$ cat config.mk
export PLATFORM = sky130hd
export DESIGN_NAME = csave_stack_engine
export DESIGN_NICKNAME = d
export VERILOG_FILES = /design/src/rtl/csave_pkg.sv /design/src/rtl/csave_ctx_sel.sv /design/src/rtl/csave_frame_writer.sv /design/src/rtl/csave_stack_engine.sv
export SDC_FILE = /design/constraint.sdc
export NUM_CORES = 1
export LEC_CHECK = 0
export BUFFER_PORTS_ARGS = -buffer_cell sky130_fd_sc_hd__buf_2
export CORE_AREA = 3 3 210 264
export CTS_CLUSTER_SIZE = 12
export DETAILED_ROUTE_END_ITERATION = 10
export DIE_AREA = 0 0 213 267
export PLACE_DENSITY_LB_ADDON = 0.1
export SLEW_MARGIN = 15
export SYNTH_ARGS = -nofsm -noshare
export SYNTH_HDL_FRONTEND = slang
export SYNTH_SLANG_ARGS = --single-unit
export TNS_END_PERCENT = 50
$ cat constraint.sdc
create_clock -name clk -period 5.2 [get_ports clk]
set_input_delay 0.52 -clock clk [delete_from_list [all_inputs] [get_ports clk]]
set_output_delay 0.52 -clock clk [all_outputs]
set_load 0.01 [all_outputs]
$ cat src/rtl/csave_pkg.sv
package csave_pkg;
   localparam int ES_BIT    = 0;
   localparam int SPSEL_BIT = 2;
   localparam int MODE_BIT  = 3;
   localparam int DCRS_BIT  = 5;

   typedef enum logic [1:0] {
      ST_IDLE,
      ST_PASS,
      ST_WAIT,
      ST_FIN
   } eng_state_t;
endpackage

$ cat src/rtl/csave_ctx_sel.sv
module csave_ctx_sel #(
   parameter int AW    = 32,
   parameter int FRAME = 40
) (
   input  logic          tail_i,
   input  logic          es_i,
   input  logic          spsel_i,
   input  logic          mode_i,
   input  logic          dcrs_i,
   input  logic          cur_psp_i,
   input  logic          priv_cur_i,
   input  logic          npriv_s_i,
   input  logic [AW-1:0] sp_main_i,
   input  logic [AW-1:0] sp_proc_i,
   output logic          do_stack_o,
   output logic          use_proc_o,
   output logic          priv_o,
   output logic [AW-1:0] base_o
);
   always_comb begin
      do_stack_o = dcrs_i && !(tail_i && es_i);
      if (tail_i) begin
         use_proc_o = mode_i && spsel_i;
         priv_o     = !npriv_s_i || !mode_i;
      end else begin
         use_proc_o = cur_psp_i;
         priv_o     = priv_cur_i;
      end
      base_o = (use_proc_o ? sp_proc_i : sp_main_i) - AW'(FRAME);
   end
endmodule

$ cat src/rtl/csave_frame_writer.sv
module csave_frame_writer #(
   parameter int          AW   = 32,
   parameter int          DW   = 32,
   parameter int          NREG = 8,
   parameter logic [31:0] SIG  = 32'hFEFA125B
) (
   input  logic             clk,
   input  logic             rst_n,
   input  logic             go_i,
   input  logic             ign_i,
   input  logic [AW-1:0]    base_i,
   input  logic [NREG*DW-1:0] regs_i,
   input  logic             ready_i,
   input  logic             fault_i,
   output logic             valid_o,
   output logic [AW-1:0]    addr_o,
   output logic [DW-1:0]    data_o,
   output logic             fin_o,
   output logic             fault_o
);
   localparam int WB = DW / 8;
   localparam int NSLOT = NREG + 1;
   localparam int IW = $clog2(NSLOT);
   localparam logic [IW-1:0] LAST = IW'(NREG);

   logic [DW-1:0] slot_data [NSLOT];
   logic [AW-1:0] slot_off  [NSLOT];

   assign slot_data[0] = DW'(SIG);
   assign slot_off[0]  = '0;
   for (genvar g = 0; g < NREG; g++) begin : g_slot
      assign slot_data[g+1] = regs_i[g*DW +: DW];
      assign slot_off[g+1]  = AW'((g + 2) * WB);
   end

   logic          active_q, ign_q;
   logic [IW-1:0] idx_q;
   logic [AW-1:0] base_q;

   always_ff @(posedge clk or negedge rst_n) begin
      if (!rst_n) begin
         active_q <= 1'b0;
         ign_q    <= 1'b0;
         idx_q    <= '0;
         base_q   <= '0;
         fin_o    <= 1'b0;
         fault_o  <= 1'b0;
      end else begin
         fin_o <= 1'b0;
         if (go_i) begin
            active_q <= 1'b1;
            ign_q    <= ign_i;
            idx_q    <= '0;
            base_q   <= base_i;
            fault_o  <= 1'b0;
         end else if (active_q && ready_i) begin
            if (fault_i) fault_o <= 1'b1;
            if ((fault_i && !ign_q) || idx_q == LAST) begin
               active_q <= 1'b0;
               fin_o    <= 1'b1;
            end else begin
               idx_q <= idx_q + 1'b1;
            end
         end
      end
   end

   assign valid_o = active_q;
   assign addr_o  = base_q + slot_off[idx_q];
   assign data_o  = slot_data[idx_q];


   hold_stall_chk: assert property (@(posedge clk) disable iff (!rst_n)
      valid_o && !ready_i |=> valid_o && $stable(addr_o) && $stable(data_o));

   stop_on_fault_chk: assert property (@(posedge clk) disable iff (!rst_n)
      valid_o && ready_i && fault_i && !ign_q |=> !valid_o);
endmodule

$ cat src/rtl/csave_stack_engine.sv
module csave_stack_engine
   import csave_pkg::*;
#(
   parameter int          AW   = 32,
   parameter int          DW   = 32,
   parameter int          XW   = 32,
   parameter int          NREG = 8,
   parameter logic [31:0] SIG  = 32'hFEFA125B
) (
   input  logic               clk,
   input  logic               rst_n,
   input  logic               start_i,
   input  logic               tail_i,
   input  logic               ignore_i,
   input  logic [XW-1:0]      exc_ret_i,
   input  logic               cur_psp_i,
   input  logic               priv_cur_i,
   input  logic               npriv_s_i,
   input  logic [AW-1:0]      sp_main_i,
   input  logic [AW-1:0]      sp_proc_i,
   input  logic [NREG*DW-1:0] regs_i,
   output logic               wr_valid_o,
   output logic [AW-1:0]      wr_addr_o,
   output logic [DW-1:0]      wr_data_o,
   output logic               wr_priv_o,
   input  logic               wr_ready_i,
   input  logic               wr_fault_i,
   output logic [AW-1:0]      sp_main_o,
   output logic [AW-1:0]      sp_proc_o,
   output logic               priv_o,
   output logic [XW-1:0]      exc_ret_o,
   output logic               push_fail_o,
   output logic               retry_o,
   output logic               done_o
);
   localparam int FRAME = (NREG + 2) * (DW / 8);

   if (DW % 8 != 0 || DW > 32) begin : g_bad_dw
      $error("DW must be a byte multiple no wider than the signature");
   end
   if (XW <= DCRS_BIT) begin : g_bad_xw
      $error("XW too narrow for the exception-return fields");
   end
   if (NREG < 1) begin : g_bad_nreg
      $error("NREG must be at least 1");
   end

   eng_state_t         st_q;
   logic               tail_q, ign_q, cur_psp_q, priv_cur_q, npriv_q;
   logic [XW-1:0]      lr_q;
   logic [AW-1:0]      main_q, proc_q;
   logic [NREG*DW-1:0] regs_q;
   logic               priv_q, fail_q, retry_q, done_q, go_q;

   logic          c_do, c_proc, c_priv;
   logic [AW-1:0] c_base;
   logic          w_fin, w_fault;

   csave_ctx_sel #(.AW(AW), .FRAME(FRAME)) u_ctx (
      .tail_i     (tail_q),
      .es_i       (lr_q[ES_BIT]),
      .spsel_i    (lr_q[SPSEL_BIT]),
      .mode_i     (lr_q[MODE_BIT]),
      .dcrs_i     (lr_q[DCRS_BIT]),
      .cur_psp_i  (cur_psp_q),
      .priv_cur_i (priv_cur_q),
      .npriv_s_i  (npriv_q),
      .sp_main_i  (main_q),
      .sp_proc_i  (proc_q),
      .do_stack_o (c_do),
      .use_proc_o (c_proc),
      .priv_o     (c_priv),
      .base_o     (c_base)
   );

   logic [AW-1:0] base_hold_q;

   csave_frame_writer #(.AW(AW), .DW(DW), .NREG(NREG), .SIG(SIG)) u_wr (
      .clk     (clk),
      .rst_n   (rst_n),
      .go_i    (go_q),
      .ign_i   (ign_q),
      .base_i  (base_hold_q),
      .regs_i  (regs_q),
      .ready_i (wr_ready_i),
      .fault_i (wr_fault_i),
      .valid_o (wr_valid_o),
      .addr_o  (wr_addr_o),
      .data_o  (wr_data_o),
      .fin_o   (w_fin),
      .fault_o (w_fault)
   );

   always_ff @(posedge clk or negedge rst_n) begin
      if (!rst_n) begin
         st_q        <= ST_IDLE;
         tail_q      <= 1'b0;
         ign_q       <= 1'b0;
         cur_psp_q   <= 1'b0;
         priv_cur_q  <= 1'b0;
         npriv_q     <= 1'b0;
         lr_q        <= '0;
         main_q      <= '0;
         proc_q      <= '0;
         regs_q      <= '0;
         priv_q      <= 1'b0;
         fail_q      <= 1'b0;
         retry_q     <= 1'b0;
         done_q      <= 1'b0;
         go_q        <= 1'b0;
         base_hold_q <= '0;
      end else begin
         done_q <= 1'b0;
         go_q   <= 1'b0;
         case (st_q)
            ST_IDLE: if (start_i) begin
               tail_q     <= tail_i;
               ign_q      <= ignore_i;
               cur_psp_q  <= cur_psp_i;
               priv_cur_q <= priv_cur_i;
               npriv_q    <= npriv_s_i;
               lr_q       <= exc_ret_i;
               main_q     <= sp_main_i;
               proc_q     <= sp_proc_i;
               regs_q     <= regs_i;
               fail_q     <= 1'b0;
               retry_q    <= 1'b0;
               st_q       <= ST_PASS;
            end
            ST_PASS: begin
               priv_q         <= c_priv;
               lr_q[DCRS_BIT] <= 1'b1;
               if (c_do) begin
                  go_q        <= 1'b1;
                  base_hold_q <= c_base;
                  if (c_proc) proc_q <= c_base;
                  else        main_q <= c_base;
                  st_q <= ST_WAIT;
               end else begin
                  st_q <= ST_FIN;
               end
            end
            ST_WAIT: if (w_fin) begin
               fail_q <= fail_q | w_fault;
               if (w_fault && !ign_q) begin
                  retry_q <= 1'b1;
                  tail_q  <= 1'b1;
                  ign_q   <= 1'b1;
                  st_q    <= ST_PASS;
               end else begin
                  st_q <= ST_FIN;
               end
            end
            default: begin
               done_q <= 1'b1;
               st_q   <= ST_IDLE;
            end
         endcase
      end
   end

   assign wr_priv_o   = priv_q;
   assign sp_main_o   = main_q;
   assign sp_proc_o   = proc_q;
   assign priv_o      = priv_q;
   assign exc_ret_o   = lr_q;
   assign push_fail_o = fail_q;
   assign retry_o     = retry_q;
   assign done_o      = done_q;


   done_pulse_chk: assert property (@(posedge clk) disable iff (!rst_n)
      done_o |=> !done_o);

   dcrs_out_chk: assert property (@(posedge clk) disable iff (!rst_n)
      done_o |-> exc_ret_o[DCRS_BIT]);

   retry_fail_chk: assert property (@(posedge clk) disable iff (!rst_n)
      done_o && retry_o |-> push_fail_o);

   idle_quiet_chk: assert property (@(posedge clk) disable iff (!rst_n)
      st_q == ST_IDLE |-> !wr_valid_o);
endmodule

==> qor.yml <==
run_status:
  status: "complete, no violations"
finish:
  seq_area_um2: 10900
  layout.nets: 3248
  nFillCells: 5275
  multiInputGateArea_um2: 9610
  drive_above_1_share_pct: 24.8
  fin_area_um2: 26000
  layout-area-overhead-vs-synth_pct: 22.7
clock_network:
  cts_resized: 0
  clkTransAtPathRegs_ns: 0.06
  htreeDepth: 2
  clock_sinks: 436
  cts_hold_buf: 1
  cts_tree: "built"
  insertion_delay_ns: 0.59
  root_buffer: "clkbuf_16"
  cts_setup_buffers: 0
  numCtsBuffers: 49
  cts_buffer_depth: 3
logic_synthesis:
  ys_seq_area_share_pct: 51.6
  synth_ff_type: "dfrtp_1"
  netlist_top_cells_count: "nand2_1, dfrtp_1, clkbuf_1"
  synthTopCellsByArea: "dfrtp_1, nand2_1, mux4_2"
  synth-seq-cells: 436
  yosysTopAreaCellShare_pct: 51.6
  synthesis.area_per_instance_um2: 8.74
  synthesis.nets: 2793
  ys_types: 65
  synthesis.yosys.warnings: 0
  syn_inst: 2420
  yosys.area.top_type: "dfrtp_1"
  synth.most_common_cell: "nand2_1"
  synth-edff-count: 0
  async_flop_share_pct: 100
  synth_area_um2: 21200
global_route:
  grt_antenna_before_repair: 27
  grt_use_total_pct: 26.1
  grt_max_degree: 161
  grt-ovfl-total: 0
  grt_pass1_wl_mm: 114
  grt_pass1_vias: 19193
sta:
  finalCritPeriodShare_pct: 91.0
  rsz0062_at_grt: "false"
  fmax_mhz: 211
  hold_viol: 0
  setup_violations: 0
  finalMaxSlewViolations: 0
  max_slew_margin_pct: 28.7
  worst_pin_slew_ns: 1.06
  fin_skew_ns: 0.0148
  finalCriticalPeriod_ns: 4.73
  tns_ns: 0
route:
  drt_wl_total_mm: 75.6
  first_iter_violations: 1246
  vias_per_cell: 5.26
  wl_per_cell_um: 21.0
  via_count: 18926
  dr.pass1.iters: 5
  drc: 0
  drt.antenna.violating_nets: 0
pwr:
  ir_drop_mv: 0.332
  finalPower_w: 0.0175
  p_leak_nw: 13.1
  cellPowerDensity_nw_per_um2: 674
critical_path:
  worstSetupStartpointType: "register"
  cpPeakStageDelay_ns: 0.91
  required_ns: 4.68
  cp_top_family: "flip-flops"
  critPathBufInv: 3
  crit_chain: "inv_1 -> ha_1 -> nand2b_1 -> inv_1 -> ha_1 -> a21o_1 -> a21oi_1 -> o21bai_1 -> nand2_1 -> nor2_1 -> nand4_1 -> xnor2_1 -> buf_2"
  crit_type: "register to primary output"
  worstPathMaxFanout: 37
  slowest_stage: "dfrtp_4"
  critical_path_arrival_ns: 4.21
  end_kind: "primary output"
floorplan:
  dieHeight_um: 267
  ios: 528
  die_w_um: 213
  core_um2: 53400
  row_count: 95
  die-area_um2: 56900
  initial_core_util_pct: 39.7
placement:
  gp_congestion: 0.911
  dp_hpwl_mm: 55.0
  io_buffer_count: 527
  placed_cell_area_um2: 24400
job:
  drv_cap: 0
min_path:
  min_path_type: "input pin to register"
==> per-stage QoR <==
step,hold WS [ns],worst slack [ns],util [%],instances
detailed placement,0.457,1.04,45.7,3502
finish,0.122,0.466,48.7,3601
global placement,0.454,1.09,45.7,3502
CTS,0.0801,0.392,48.6,3591
global route,0.108,0.168,48.6,3594
floorplan,0.224,1.19,-,2420
==> power by group <==
part           switching (W)  leakage, nW  internal (W)
sequential           0.00150         5.36       0.00502
combinational        0.00467         7.00       0.00296
clock                0.00142        0.770       0.00195
==> state kept, by name, summed over array words and instances, names as in the netlist, 2 cells and up <==
signal       cells
exc_ret_o       32
base_hold_q     32
sp_proc_o       32
st_q             2
u_wr.idx_q       4
sp_main_o       32
u_wr.base_q     32
regs_q         256
==> worst min-delay path, stage by stage <==
cell and delay (ns):
buf_2 0.07, nand2_1 0.04, nand2_1 0.04
==> cells by family after synthesis <==
| family | after synthesis | share of synthesized area [%] |
|---|---|---|
| and+or+nand+nor | 1281 | 24.4 |
| DFF | 436 | 51.6 |
| AOI/OAI and AO/OA | 328 | 9.44 |
| buffers and inverters | 175 | 3.24 |
| muxes | 126 | 8.04 |
| xor gates and xnor gates | 63 | 2.61 |
| adders and majority gates | 11 | 0.686 |
==> layout make-up <==
cell class / count / area share, %
sequential: 436 / 42.0
multi-input combinational: 1809 / 37.0
timing repair buffer: 563 / 11.4
clock buffer: 78 / 5.72
tap: 679 / 3.27
clock inverter: 10 / 0.250
inverter: 16 / 0.231
antenna: 10 / 0.0963
==> placed cells by master, fill, tap and decap left out, types with 8 or more instances in the layout <==
cell type and n:
nand2_1 1030, buf_2 526, dfrtp_1 433, nor2_1 101, a21oi_1 101, o21ai_0 94
mux2i_1 62, clkbuf_16 50, xnor2_1 35, a211oi_1 34, mux4_2 32, mux2_2 32
buf_4 32, nand3_1 28, xor2_1 28, nor3_1 19, nor4_1 17, inv_1 16
a31oi_1 16, clkbuf_1 15, or3_1 14, clkbuf_8 13, o22ai_1 12, nand2b_1 11
or4_1 11, diode_2 10, ha_1 10, and3_1 9, a311oi_1 9, or2_2 8
nand4_1 8, o31ai_1 8, clkinv_2 8
==> metal layers <==
metal,global-route usage (%),share of wire (%),vias to the layer above
met4,10.6,4.1,30
met5,0,0.24,-
met1,31.7,39,9141
met3,5.61,6.4,168
li1,-,-,8966
met2,45.0,50,621
==> worst paths after layout <==
| check | start | end | slack [ns] | cells past startpoint |
|---|---|---|---|---|
| worst max-delay path | u_wr.idx_q[0] | wr_addr_o[27] | 0.47 | 13 |
| worst min-delay path | regs_i[14] | regs_q[14] | 0.12 | 3 |
| worst max register to register | tail_q | sp_main_o[23] | 1.66 | 8 |
| worst min register to register | exc_ret_o[1] | exc_ret_o[1] | 0.47 | 2 |
| max in group asynchronous | rst_n | regs_q[71] | 3.29 | 3 |
| min in group asynchronous | rst_n | exc_ret_o[26] | 0.53 | 2 |
Power figures use the tool's default switching activity.
